### src/rtl/daf_pkg.sv
package daf_pkg;

    typedef enum logic [1:0] {
        ST_IDLE,
        ST_COLLECT,
        ST_DECIDE
    } daf_state_e;

    localparam logic [31:0] CRC_SEED      = 32'hFFFF_FFFF;
    localparam logic [31:0] CRC_POLY_REFL = 32'hEDB8_8320;

    // One byte of reflected CRC-32, least significant bit first.
    function automatic logic [31:0] crc_step_byte(input logic [31:0] c_in,
                                                  input logic [7:0]  b);
        logic [31:0] c;
        c = c_in;
        for (int i = 0; i < 8; i++) begin
            if (c[0] ^ b[i]) c = (c >> 1) ^ CRC_POLY_REFL;
            else             c = c >> 1;
        end
        return c;
    endfunction

endpackage

### src/rtl/daf_crc_acc.sv
module daf_crc_acc
    import daf_pkg::*;
(
    input  logic        clk,
    input  logic        rst_n,
    input  logic        en,
    input  logic        init,
    input  logic [7:0]  byte_in,
    output logic [31:0] crc_nx
);
    logic [31:0] crc_q;

    assign crc_nx = crc_step_byte(init ? CRC_SEED : crc_q, byte_in);

    always_ff @(posedge clk) begin
        if (!rst_n)  crc_q <= CRC_SEED;
        else if (en) crc_q <= crc_nx;
    end
endmodule

### src/rtl/daf_addr_cmp.sv
module daf_addr_cmp #(
    parameter int ADDR_BYTES = 6,
    parameter int CNT_W      = 3
) (
    input  logic                    clk,
    input  logic                    rst_n,
    input  logic                    en,
    input  logic                    first,
    input  logic [CNT_W-1:0]        idx,
    input  logic [7:0]              byte_in,
    input  logic [ADDR_BYTES*8-1:0] station,
    output logic                    eq_nx,
    output logic                    ones_nx,
    output logic                    mcast_nx
);
    localparam int ADDR_W = ADDR_BYTES * 8;

    logic [7:0] st_bytes [ADDR_BYTES];
    logic       eq_q, ones_q, mcast_q;
    logic [7:0] st_sel;

    for (genvar g = 0; g < ADDR_BYTES; g++) begin : g_split
        assign st_bytes[g] = station[ADDR_W-1-8*g -: 8];
    end

    always_comb begin
        st_sel = 8'h00;
        for (int k = 0; k < ADDR_BYTES; k++)
            if (idx == CNT_W'(k)) st_sel = st_bytes[k];
    end

    assign eq_nx    = (first ? 1'b1 : eq_q)   && (byte_in == st_sel);
    assign ones_nx  = (first ? 1'b1 : ones_q) && (byte_in == 8'hFF);
    assign mcast_nx = first ? byte_in[0] : mcast_q;

    always_ff @(posedge clk) begin
        if (!rst_n) begin
            eq_q    <= 1'b0;
            ones_q  <= 1'b0;
            mcast_q <= 1'b0;
        end else if (en) begin
            eq_q    <= eq_nx;
            ones_q  <= ones_nx;
            mcast_q <= mcast_nx;
        end
    end
endmodule

### src/rtl/dst_addr_filter.sv
module dst_addr_filter
    import daf_pkg::*;
#(
    parameter int ADDR_BYTES = 6,
    parameter int HASH_BITS  = 6
) (
    input  logic                     clk,
    input  logic                     rst_n,
    input  logic                     start_i,
    input  logic                     byte_valid_i,
    input  logic [7:0]               byte_i,
    input  logic [ADDR_BYTES*8-1:0]  station_addr_i,
    input  logic [(1<<HASH_BITS)-1:0] hash_map_i,
    input  logic                     promisc_i,
    input  logic                     all_mcast_i,
    input  logic                     mcast_hash_en_i,
    output logic                     decision_valid_o,
    output logic                     accept_o
);
    localparam int CNT_W = $clog2(ADDR_BYTES + 1);

    daf_state_e         state_q, state_nx;
    logic [CNT_W-1:0]   cnt_q, cnt_eff;
    logic               accept_q, verdict;
    logic               first_w, take_w, fin_w;
    logic [31:0]        crc_nx;
    logic               eq_nx, ones_nx, mcast_nx;
    logic [HASH_BITS-1:0] hidx;

    assign first_w = start_i && byte_valid_i;
    assign take_w  = byte_valid_i && (start_i || state_q == ST_COLLECT);
    assign cnt_eff = first_w ? '0 : cnt_q;
    assign fin_w   = take_w && (cnt_eff == CNT_W'(ADDR_BYTES - 1));
    assign hidx    = crc_nx[31 -: HASH_BITS];

    daf_crc_acc u_crc (
        .clk     (clk),
        .rst_n   (rst_n),
        .en      (take_w),
        .init    (first_w),
        .byte_in (byte_i),
        .crc_nx  (crc_nx)
    );

    daf_addr_cmp #(.ADDR_BYTES(ADDR_BYTES), .CNT_W(CNT_W)) u_cmp (
        .clk      (clk),
        .rst_n    (rst_n),
        .en       (take_w),
        .first    (first_w),
        .idx      (cnt_eff),
        .byte_in  (byte_i),
        .station  (station_addr_i),
        .eq_nx    (eq_nx),
        .ones_nx  (ones_nx),
        .mcast_nx (mcast_nx)
    );

    // Verdict for the address whose last byte is taken this cycle.
    always_comb begin
        if (promisc_i || ones_nx) verdict = 1'b1;
        else if (mcast_nx)        verdict = all_mcast_i || (mcast_hash_en_i && hash_map_i[hidx]);
        else                      verdict = eq_nx;
    end

    // Next-state logic.
    always_comb begin
        state_nx = state_q;
        unique case (state_q)
            ST_IDLE:    if (take_w) state_nx = fin_w ? ST_DECIDE : ST_COLLECT;
            ST_COLLECT: if (take_w) state_nx = fin_w ? ST_DECIDE : ST_COLLECT;
            ST_DECIDE:  state_nx = take_w ? (fin_w ? ST_DECIDE : ST_COLLECT) : ST_IDLE;
            default:    state_nx = ST_IDLE;
        endcase
    end

    // State register and datapath registers.
    always_ff @(posedge clk) begin
        if (!rst_n) begin
            state_q  <= ST_IDLE;
            cnt_q    <= '0;
            accept_q <= 1'b0;
        end else begin
            state_q <= state_nx;
            if (take_w) cnt_q <= cnt_eff + CNT_W'(1);
            accept_q <= fin_w ? verdict : 1'b0;
        end
    end

    // Outputs.
    always_comb begin
        decision_valid_o = (state_q == ST_DECIDE);
        accept_o         = decision_valid_o && accept_q;
    end
endmodule

### config.mk
export PLATFORM = sky130hd
export DESIGN_NAME = dst_addr_filter
export DESIGN_NICKNAME = d
export VERILOG_FILES = /design/src/rtl/daf_pkg.sv /design/src/rtl/daf_crc_acc.sv /design/src/rtl/daf_addr_cmp.sv /design/src/rtl/dst_addr_filter.sv
export SDC_FILE = /design/constraint.sdc
export NUM_CORES = 1
export LEC_CHECK = 0
export BUFFER_PORTS_ARGS = -buffer_cell sky130_fd_sc_hd__clkbuf_2
export CORE_MARGIN = 2
export CORE_UTILIZATION = 50
export DETAILED_ROUTE_END_ITERATION = 12
export PLACE_DENSITY_LB_ADDON = 0.3
export SLEW_MARGIN = 20
export SYNTH_ARGS = -nofsm -noshare
export SYNTH_HDL_FRONTEND = slang
export SYNTH_SLANG_ARGS = --single-unit
### constraint.sdc
create_clock -name clk -period 4.3 [get_ports clk]
set_input_delay 0.86 -clock clk [delete_from_list [all_inputs] [get_ports clk]]
set_output_delay 0.86 -clock clk [all_outputs]
set_load 0.05 [all_outputs]
==> impl_metrics.yaml, run 1 <==
global_routing:
  antenna_violations_before_repair: 0
  grt_pass1_wl_um: 16300
  total_gr_overflow: 0
  grt.total_usage: 0.267
  number_of_global_route_vias_before_repair: 3523
  grt_max_degree: 41
run:
  drv.max_cap_violation_count: 0
floorplanning:
  die-width_um: 88.9
  placeableCoreArea_um2: 6870
  start_util: 0.525
  die_area_um2: 7910
  die_y_um: 88.9
  rows: 30
  boundaryPins: 129
detailed_routing:
  detail-route-antenna-nets: 0
  drt_first_iter_violations: 220
  routed_wire_length_per_instance_um: 16.0
  detail_route.drc_violations: 0
  detail_route.first_pass.iterations: 7
  num_vias: 3665
  mean_number_of_vias_per_cell: 5.68
  finalWirelength_um: 10300
final_layout:
  mostFrequentLayoutCells: "128 x sky130_fd_sc_hd__clkbuf_2, 60 x sky130_fd_sc_hd__nand2_1, 56 x sky130_fd_sc_hd__xnor2_1"
  fillCellCount: 602
  multi_input_comb_area_um2: 2640
  layout.cells.most_common: "sky130_fd_sc_hd__clkbuf_2"
  diodes: 0
  syn_to_final_growth_pct: 22.8
  post_route_cells_drive_above_1_share: 0.302
  stdcell_count: 645
  final-seq-area_um2: 821
  layout.nets: 680
  fin_area_um2: 4430
sta:
  part_of_the_cycle_the_worst_path_needs: 0.884
  worstMarginPinSlew_ns: 0.798
  timing_hold_violations_final: 0
  rsz0062_at_grt: "false"
  setup_violations_final: 0
  drv_slew: 0
  slew_headroom: 0.468
  timing.clock.skew_ns: 0.00966
  max_freq_mhz: 263
  setup_tns_ns: 0
  fin_crit_ns: 3.80
  hold-worst-slack_ns: 0.468
pwr:
  total_leakage_power_nw: 1.94
  powerDensity_nw_per_um2: 489
  ir_drop_worst_vdd_mv: 0.298
clocking:
  ctsHtreeMaxLevel: 2
  postCtsSetupRepairBufs: 0
  clock_insertion_delay_worst_skew_ns: 0.30
  clock-root-buffer: "sky130_fd_sc_hd__clkbuf_8"
  clkTransAtPathRegs_ns: 0.09
  tritoncts.num_buffers: 5
  post_cts_hold_buffer_count: 0
  numClockSinks: 41
  cts-root-to-sink-buffers: 2
  ctsResizeCount: 0
  tritoncts: "built"
yosys:
  yosys.cell_types.count: 50
  synth_top_area_share: 0.228
  postSynth.asyncResetShare: 0
  postSynthAreaPerCell_um2: 8.29
  xor_xnor_portion_of_the_synthesized_cell_area: 0.230
  synth.area.mux_share: 0.126
  yosys.area_share.adder: 0.0173
  number_of_enable_type_register_cells_in_the_synthesized_netlist: 0
  synth.largest_area_cell: "sky130_fd_sc_hd__dfxtp_1"
  synth_top_flop_cell: "sky130_fd_sc_hd__dfxtp_1"
  syn-num-nets: 567
  warning_count_from_the_yosys_run: 0
  compound_gate_fraction_of_synth_area: 0.190
  syn_inst: 435
  synth.cell_area_um2: 3610
  synth-seq-cells: 41
  yosys.area_share.simple: 0.168
  ys_seq_area_frac: 0.228
  synth_area_leaders: "sky130_fd_sc_hd__dfxtp_1 23%, sky130_fd_sc_hd__xnor2_1 14%, sky130_fd_sc_hd__nand2_1 6.2%, sky130_fd_sc_hd__nor2_1 5.8%, sky130_fd_sc_hd__mux4_2 5.6%"
  synth_top_family_by_area: "XOR/XNOR gates"
placement:
  detailed_place_hpwl_um: 7770
  globalplace.congestion: 0.860
  dpl.cell_count: 637
  place.port_buffers: 128
  detailed_place.area_um2: 4310
setup_path:
  crit-reg2reg-launch: "u_crc.crc_q[4]"
  critical_path.startpoint: "byte_valid_i"
  worstSetupEndpointType: "register"
  criticalPathCategory: "in -> reg"
  timing.critical_path.required_ns: 4.48
  timing.critical_path.fanout_max: 12
  setup.worst_path.start_class: "input port"
  worstPathArrival_ns: 3.98
min_path:
  worstHoldStart: "u_cmp.ones_q"
  hold_path_class: "reg -> reg"
run_status:
  status: "finished clean"
[power by group]
part	total (W)	leakage [nW]	internal, W	switching [W]
Clock	0.000330	0.0574	0.000189	0.000141
Sequential	0.000486	0.338	0.000435	0.0000507
Combinational	0.00135	1.54	0.000705	0.000644
Total	0.00216	1.94	0.00133	0.000836
[path summary, 6_finish.rpt]
kind | cells past startpoint | end | slack [ns]
worst min-delay path | 2 | u_cmp.ones_q | 0.47
worst max register to register | 10 | accept_q | 0.82
worst max-delay path | 11 | accept_q | 0.50
worst min register to register | 2 | u_cmp.ones_q | 0.47
[registers in the layout (all words and copies together), names as in the netlist]
| name | count |
|---|---|
| u_crc.crc_q | 32 |
| u_cmp.mcast_q | 1 |
| cnt_q | 3 |
| u_cmp.ones_q | 1 |
| accept_q | 1 |
| state_q | 2 |
| u_cmp.eq_q | 1 |
[metrics by stage]
step / util / worst slack, ns / power, W
detailed placement: 0.627 / 0.229 / 0.00184
finish: 0.644 / 0.497 / 0.00217
floorplan: - / 0.699 / 0.00158
global route: 0.644 / 0.314 / 0.00231
global placement: 0.627 / 0.371 / 0.00180
CTS: 0.644 / 0.520 / 0.00217
[synth_stat cells, drive strengths merged, types with 3 or more instances]
| cell | count |
|---|---|
| xor2 | 21 |
| dfxtp | 41 |
| o211ai | 15 |
| ha | 5 |
| nor3 | 4 |
| mux2i | 7 |
| inv | 3 |
| nor2b | 5 |
| mux4 | 15 |
| a22oi | 11 |
| o21ai | 25 |
| and2 | 4 |
| nor2 | 57 |
| a21oi | 23 |
| a222oi | 8 |
| nand4 | 3 |
| xnor2 | 60 |
| clkbuf | 26 |
| nand2 | 60 |
| nand3 | 3 |
| buf | 6 |
| a21boi | 3 |
| o22ai | 4 |
[worst max-delay path: stages]
cell and delay (ns):
sky130_fd_sc_hd__clkbuf_2 0.14, sky130_fd_sc_hd__a21oi_2 0.08, sky130_fd_sc_hd__xnor2_2 0.35, sky130_fd_sc_hd__xor3_1 0.53, sky130_fd_sc_hd__xnor3_1 0.45, sky130_fd_sc_hd__buf_4 0.31
sky130_fd_sc_hd__mux4_1 0.57, sky130_fd_sc_hd__mux2i_1 0.15, sky130_fd_sc_hd__a22oi_1 0.10, sky130_fd_sc_hd__o211ai_1 0.29, sky130_fd_sc_hd__a31oi_1 0.14
[kinds of logic (layout without fill, tap and decap cells)]
| logic type | Yosys count | count (layout) |
|---|---|---|
| AO/OA/AOI/OAI | 102 | 102 |
| XOR/XNOR | 84 | 84 |
| adder cells (fa/ha/maj) | 5 | 5 |
| buffers and inverters | 35 | 149 |
| flip-flops | 41 | 41 |
| multiplexers | 24 | 24 |
| AND/OR/NAND/NOR | 144 | 144 |
[cell type report]
type                       instances  area share
multi-input combinational        359       0.596
clock inverter                     2     0.00848
sequential                        41       0.185
tap                               96      0.0271
inverter                           3     0.00254
timing repair buffer             138       0.162
clock buffer                       6      0.0187
[routing by layer]
metal  wire, um  track usage
met3        759       0.0443
met4        282       0.0882
met1       4070        0.320
met5          0            0
met2       5200        0.486
Note: power is estimated with default switching activity, not from simulation.
==> run 2, diff against run 1 <==
--- a/config.mk
+++ b/config.mk
@@ -13,4 +13,5 @@
 export SLEW_MARGIN = 20
 export SYNTH_ARGS = -nofsm -noshare
 export SYNTH_HDL_FRONTEND = slang
+export SYNTH_HIERARCHICAL = 1
 export SYNTH_SLANG_ARGS = --single-unit
==> run 2 against run 1 <==
Routed wire length up 6.5%. Flip-flop and latch count unchanged. Synthesized cell count up 8.5%. Critical path type unchanged. Critical endpoint unchanged.
==> impl_metrics.yaml, run 2 <==
run_status:
  status: "finished clean"
sta:
  timing_hold_violations_final: 0
  slew_headroom: 0.502
  timing.clock.skew_ns: 0.00775
  part_of_the_cycle_the_worst_path_needs: 0.879
  setup_violations_final: 0
  max_freq_mhz: 265
  fin_crit_ns: 3.78
  rsz0062_at_grt: "false"
  drv_slew: 0
  worstMarginPinSlew_ns: 0.747
  setup_tns_ns: 0
  hold-worst-slack_ns: 0.487
global_routing:
  grt.total_usage: 0.241
  grt_max_degree: 48
  globalRouteMet2Util: 0.405
  grt_pass1_wl_um: 17100
  antenna_violations_before_repair: 0
  number_of_global_route_vias_before_repair: 3584
  total_gr_overflow: 0
  global_route.peak_usage_layer: "met2"
  grt_util_met3: 0.0343
  groute.layer.met1.usage: 0.327
pwr:
  total_leakage_power_nw: 2.16
  ir_drop_worst_vdd_mv: 0.261
  powerDensity_nw_per_um2: 421
floorplanning:
  die-width_um: 94.5
  die_area_um2: 8920
  die_y_um: 94.5
  placeableCoreArea_um2: 7850
  rows: 32
  start_util: 0.521
  boundaryPins: 129
clocking:
  numClockSinks: 41
  clock-root-buffer: "sky130_fd_sc_hd__clkbuf_8"
  post_cts_hold_buffer_count: 0
  ctsResizeCount: 0
  postCtsSetupRepairBufs: 0
  cts-root-to-sink-buffers: 2
  tritoncts.num_buffers: 5
  tritoncts: "built"
  clkTransAtPathRegs_ns: 0.08
  clock_insertion_delay_worst_skew_ns: 0.29
  ctsHtreeMaxLevel: 2
final_layout:
  largest-register: "u_crc/crc_q"
  syn_to_final_growth_pct: 20.1
  multi_input_comb_area_um2: 3070
  fin_area_um2: 4910
  post_route_cells_drive_above_1_share: 0.336
  largest_reg_flops: 32
  final-seq-area_um2: 821
  largestRegisters: "u_crc/crc_q: 32 flops, cnt_q: 3 flops, state_q: 2 flops"
  layout.nets: 721
  mostFrequentLayoutCells: "128 x sky130_fd_sc_hd__clkbuf_2, 80 x sky130_fd_sc_hd__nor2_1, 48 x sky130_fd_sc_hd__xnor2_1"
  layout.cells.most_common: "sky130_fd_sc_hd__clkbuf_2"
  fillCellCount: 694
  final_core_utilization: 0.626
  diodes: 0
setup_path:
  timing.critical_path.fanout_max: 12
  crit_path_cell_trace: "clkbuf_2, nand2_1, inv_1, inv_1, nand3_1, nand2_1, xnor2_1, xnor2_2, buf_4, mux4_2, nor4b_1, nor2_1, o2111ai_1, o211ai_1"
  r2r_setup_slack_ns: 0.98
  setup.worst_path.start_class: "input port"
  crit-reg2reg-launch: "cnt_q[0]"
  peak_per_stage_delay_on_the_critical_path_ns: 0.51
  worstReg2RegEnd: "accept_q"
  criticalPathCategory: "in -> reg"
  worstPathArrival_ns: 3.94
  r2r.worst_path.cells: 12
  timing.critical_path.required_ns: 4.46
  timing.critical_path.slowest_stage_cell: "sky130_fd_sc_hd__mux4_2"
  worstSetupEndpointType: "register"
min_path:
  holdPathEnd: "u_cmp/eq_q"
  worst_hold_path.num_cells: 2
  worstHoldStart: "u_cmp/eq_q"
  hold_path_class: "reg -> reg"
yosys:
  syn-num-nets: 601
  syn_inst: 472
  postSynthAreaPerCell_um2: 8.67
  warning_count_from_the_yosys_run: 6
  synth.cell_area_um2: 4090
placement:
  detailed_place_hpwl_um: 8510
  detailed_place.area_um2: 4820
  place.port_buffers: 128
  globalplace.congestion: 0.886
detailed_routing:
  detail_route.drc_violations: 0
  detail_route.first_pass.iterations: 5
  routed_wire_length_per_instance_um: 15.8
  drt_first_iter_violations: 208
  mean_number_of_vias_per_cell: 5.66
  finalWirelength_um: 11000
  detail-route-antenna-nets: 0
  num_vias: 3926
run:
  drv.max_cap_violation_count: 0
run 2: metal layers:
| layer | wire length [um] | vias to the layer above |
|---|---|---|
| met5 | 0 | - |
| met2 | 5250 | 163 |
| met3 | 782 | 15 |
| met4 | 175 | 0 |
| li1 | - | 1899 |
| met1 | 4770 | 1849 |
run 2: layout make-up:
cell class	instances	area share
multi-input combinational	390	0.626
clock buffer	6	0.0168
timing repair buffer	145	0.156
sequential	41	0.167
inverter	9	0.00687
tap	102	0.0260
clock inverter	1	0.00153
run 2: worst max-delay path by stage:
| stage | start | endpoint | slack [ns] |
|---|---|---|---|
| 2_1_floorplan | start_i | accept_q | 0.53 |
| 3_3_place_gp | start_i | accept_q | 0.37 |
| 3_5_place_dp | start_i | accept_q | 0.23 |
| 4_1_cts | start_i | accept_q | 0.52 |
| 5_1_grt | byte_valid_i | accept_q | 0.23 |
| 6_report | start_i | accept_q | 0.52 |
run 2: stage by stage:
stage	std cells	setup slack (ns)	power [W]
final	694	0.519	0.00207
after global routing	694	0.228	0.00222
after CTS	694	0.522	0.00208
after detailed placement	687	0.225	0.00181
after global placement	687	0.375	0.00179
after floorplan	472	0.533	0.00153
run 2: critical path: cells and delay by family:
family	cells	cell delay, ns
compound gates	2	0.20
mux	1	0.51
buf+inv	4	0.93
xor+xnor	2	0.66
simple gates	5	0.75
run 2: report_power, final:
| part | internal (W) | leakage [nW] | switching (W) | total (W) |
|---|---|---|---|---|
| clock | 0.000127 | 0.0433 | 0.000134 | 0.000261 |
| combinational | 0.000717 | 1.78 | 0.000611 | 0.00133 |
| sequential | 0.000433 | 0.337 | 0.0000464 | 0.000480 |
| total | 0.00128 | 2.16 | 0.000791 | 0.00207 |
==> run 3, diff against run 2 <==
--- a/config.mk
+++ b/config.mk
@@ -9,6 +9,7 @@
 export CORE_MARGIN = 2
 export CORE_UTILIZATION = 50
 export DETAILED_ROUTE_END_ITERATION = 12
+export GPL_ROUTABILITY_DRIVEN = 0
 export PLACE_DENSITY_LB_ADDON = 0.3
 export SLEW_MARGIN = 20
 export SYNTH_ARGS = -nofsm -noshare
==> constraint.sdc (replaced) <==
create_clock -name clk -period 4.3 [get_ports clk]
set_input_delay 0.43 -clock clk [delete_from_list [all_inputs] [get_ports clk]]
set_output_delay 0.43 -clock clk [all_outputs]
set_load 0.05 [all_outputs]
==> run 3 against run 2 <==
Sequential power is essentially flat. Critical path depth down 3. Design area fell by 0.69%. Total power up 2.0%. Non-clock buffer count decreased by 8. Fmax increased by 12%. Clock-buffer cell count rose by 1. First-iteration DRC count grew 0.96%. Via count decreased by 2.3%. Flip-flop and latch count is the same. Critical endpoint unchanged. Largest cell class unchanged. Highest routed layer unchanged.
==> impl_metrics.yaml, run 3 (synthesis gave the netlist of run 2 again) <==
run_status:
  status: "finished clean"
setup_path:
  timing.critical_path.slowest_stage_cell: "sky130_fd_sc_hd__xor2_2"
  worstSetupEndpointType: "register"
  timing.critical_path.fanout_max: 15
  setup.worst_path.start_class: "input port"
  criticalPathCategory: "in -> reg"
  crit_path_cell_trace: "clkbuf_2, nand2_1, inv_1, nor2_1, xnor2_2, xnor3_2, xor2_2, mux4_2, mux2_2, o31ai_1, o211ai_1"
  peak_per_stage_delay_on_the_critical_path_ns: 0.67
  worstPathArrival_ns: 3.53
  timing.critical_path.required_ns: 4.45
sta:
  timing_hold_violations_final: 0
  layout_setup_ws_ns: 0.919
  slew_headroom: 0.493
  worstMarginPinSlew_ns: 0.761
  drv_slew: 0
  setup_violations_final: 0
  timing.clock.skew_ns: 0.0108
  setup_tns_ns: 0
  max_freq_mhz: 296
  fin_crit_ns: 3.38
  rsz0062_at_grt: "false"
  part_of_the_cycle_the_worst_path_needs: 0.786
clocking:
  clkTransAtPathRegs_ns: 0.07
  post_cts_hold_buffer_count: 0
  cts-root-to-sink-buffers: 2
  tritoncts.num_buffers: 5
  clock-root-buffer: "sky130_fd_sc_hd__clkbuf_8"
  numClockSinks: 41
  ctsResizeCount: 0
  clock_insertion_delay_worst_skew_ns: 0.29
  ctsHtreeMaxLevel: 2
  tritoncts: "built"
  postCtsSetupRepairBufs: 0
floorplanning:
  die_y_um: 94.5
  rows: 32
  die_area_um2: 8920
  placeableCoreArea_um2: 7850
  die-width_um: 94.5
  start_util: 0.521
  boundaryPins: 129
final_layout:
  diodes: 0
  multi_input_comb_area_um2: 3070
  post_route_cells_drive_above_1_share: 0.326
  syn_to_final_growth_pct: 19.3
  layout.nets: 713
  mostFrequentLayoutCells: "128 x sky130_fd_sc_hd__clkbuf_2, 80 x sky130_fd_sc_hd__nor2_1, 48 x sky130_fd_sc_hd__xnor2_1"
  final-seq-area_um2: 821
  largest-register: "u_crc/crc_q"
  largestRegisters: "u_crc/crc_q: 32 flops, cnt_q: 3 flops, state_q: 2 flops"
  largest_reg_flops: 32
  fin_area_um2: 4880
  stdcell_count: 687
  fillCellCount: 707
  layout.cells.most_common: "sky130_fd_sc_hd__clkbuf_2"
pwr:
  fin_total_pwr_w: 0.00211
  powerDensity_nw_per_um2: 432
  total_leakage_power_nw: 2.14
  ir_drop_worst_vdd_mv: 0.259
min_path:
  hold_path_class: "in -> reg"
detailed_routing:
  num_vias: 3835
  routed_wire_length_per_instance_um: 16.1
  detail-route-antenna-nets: 0
  detail_route.drc_violations: 0
  finalWirelength_um: 11000
  drt_first_iter_violations: 210
  mean_number_of_vias_per_cell: 5.58
  detail_route.first_pass.iterations: 4
global_routing:
  antenna_violations_before_repair: 0
  grt_max_degree: 48
  grt_pass1_wl_um: 17500
  number_of_global_route_vias_before_repair: 3721
  total_gr_overflow: 0
  grt.total_usage: 0.248
placement:
  place.port_buffers: 128
  place_worst_setup_slack_ns: 0.622
  detailed_place.area_um2: 4760
  detailed_place_hpwl_um: 8410
  dpl.cell_count: 679
run:
  drv.max_cap_violation_count: 0
[run 3: area by class of cell]
cell class | count | share of cell area
tap | 102 | 0.0261
timing repair buffer | 137 | 0.145
sequential | 41 | 0.168
clock inverter | 1 | 0.00615
multi-input combinational | 390 | 0.630
inverter | 9 | 0.00692
clock buffer | 7 | 0.0177
[run 3: worst max-delay path: cells and delay by family]
| family | cells | cell delay, ns |
|---|---|---|
| multiplexers | 2 | 0.67 |
| buffers and inverters | 2 | 0.27 |
| XOR/XNOR | 3 | 1.61 |
| AO/OA/AOI/OAI | 2 | 0.33 |
| AND/OR/NAND/NOR | 2 | 0.20 |
[run 3: path summary, 6_finish.rpt]
check,start,endpoint,slack [ns],cells past startpoint
min reg2reg,u_crc/crc_q[10],u_crc/crc_q[10],0.48,2
max,start_i,accept_q,0.92,11
max reg2reg,u_crc/crc_q[1],accept_q,0.97,11
min,promisc_i,accept_q,0.47,3
[run 3: where the power goes]
part | internal, W | total (W) | switching, W
combinational | 0.000695 | 0.00131 | 0.000614
sequential | 0.000433 | 0.000479 | 0.0000452
clock | 0.000189 | 0.000323 | 0.000133
[run 3: per-layer routing]
layer | wire length [um] | global-route usage | up-vias
met5 | 0 | 0 | -
met4 | 227 | 0.0942 | 0
met3 | 900 | 0.0487 | 23
met2 | 5460 | 0.415 | 154
met1 | 4450 | 0.318 | 1775
li1 | - | - | 1883
[run 3: stage by stage]
step | hold WS [ns] | utilization
floorplan | 0.442 | -
global placement | 0.457 | 0.607
detailed placement | 0.460 | 0.607
CTS | 0.462 | 0.622
global route | 0.467 | 0.622
finish | 0.473 | 0.622
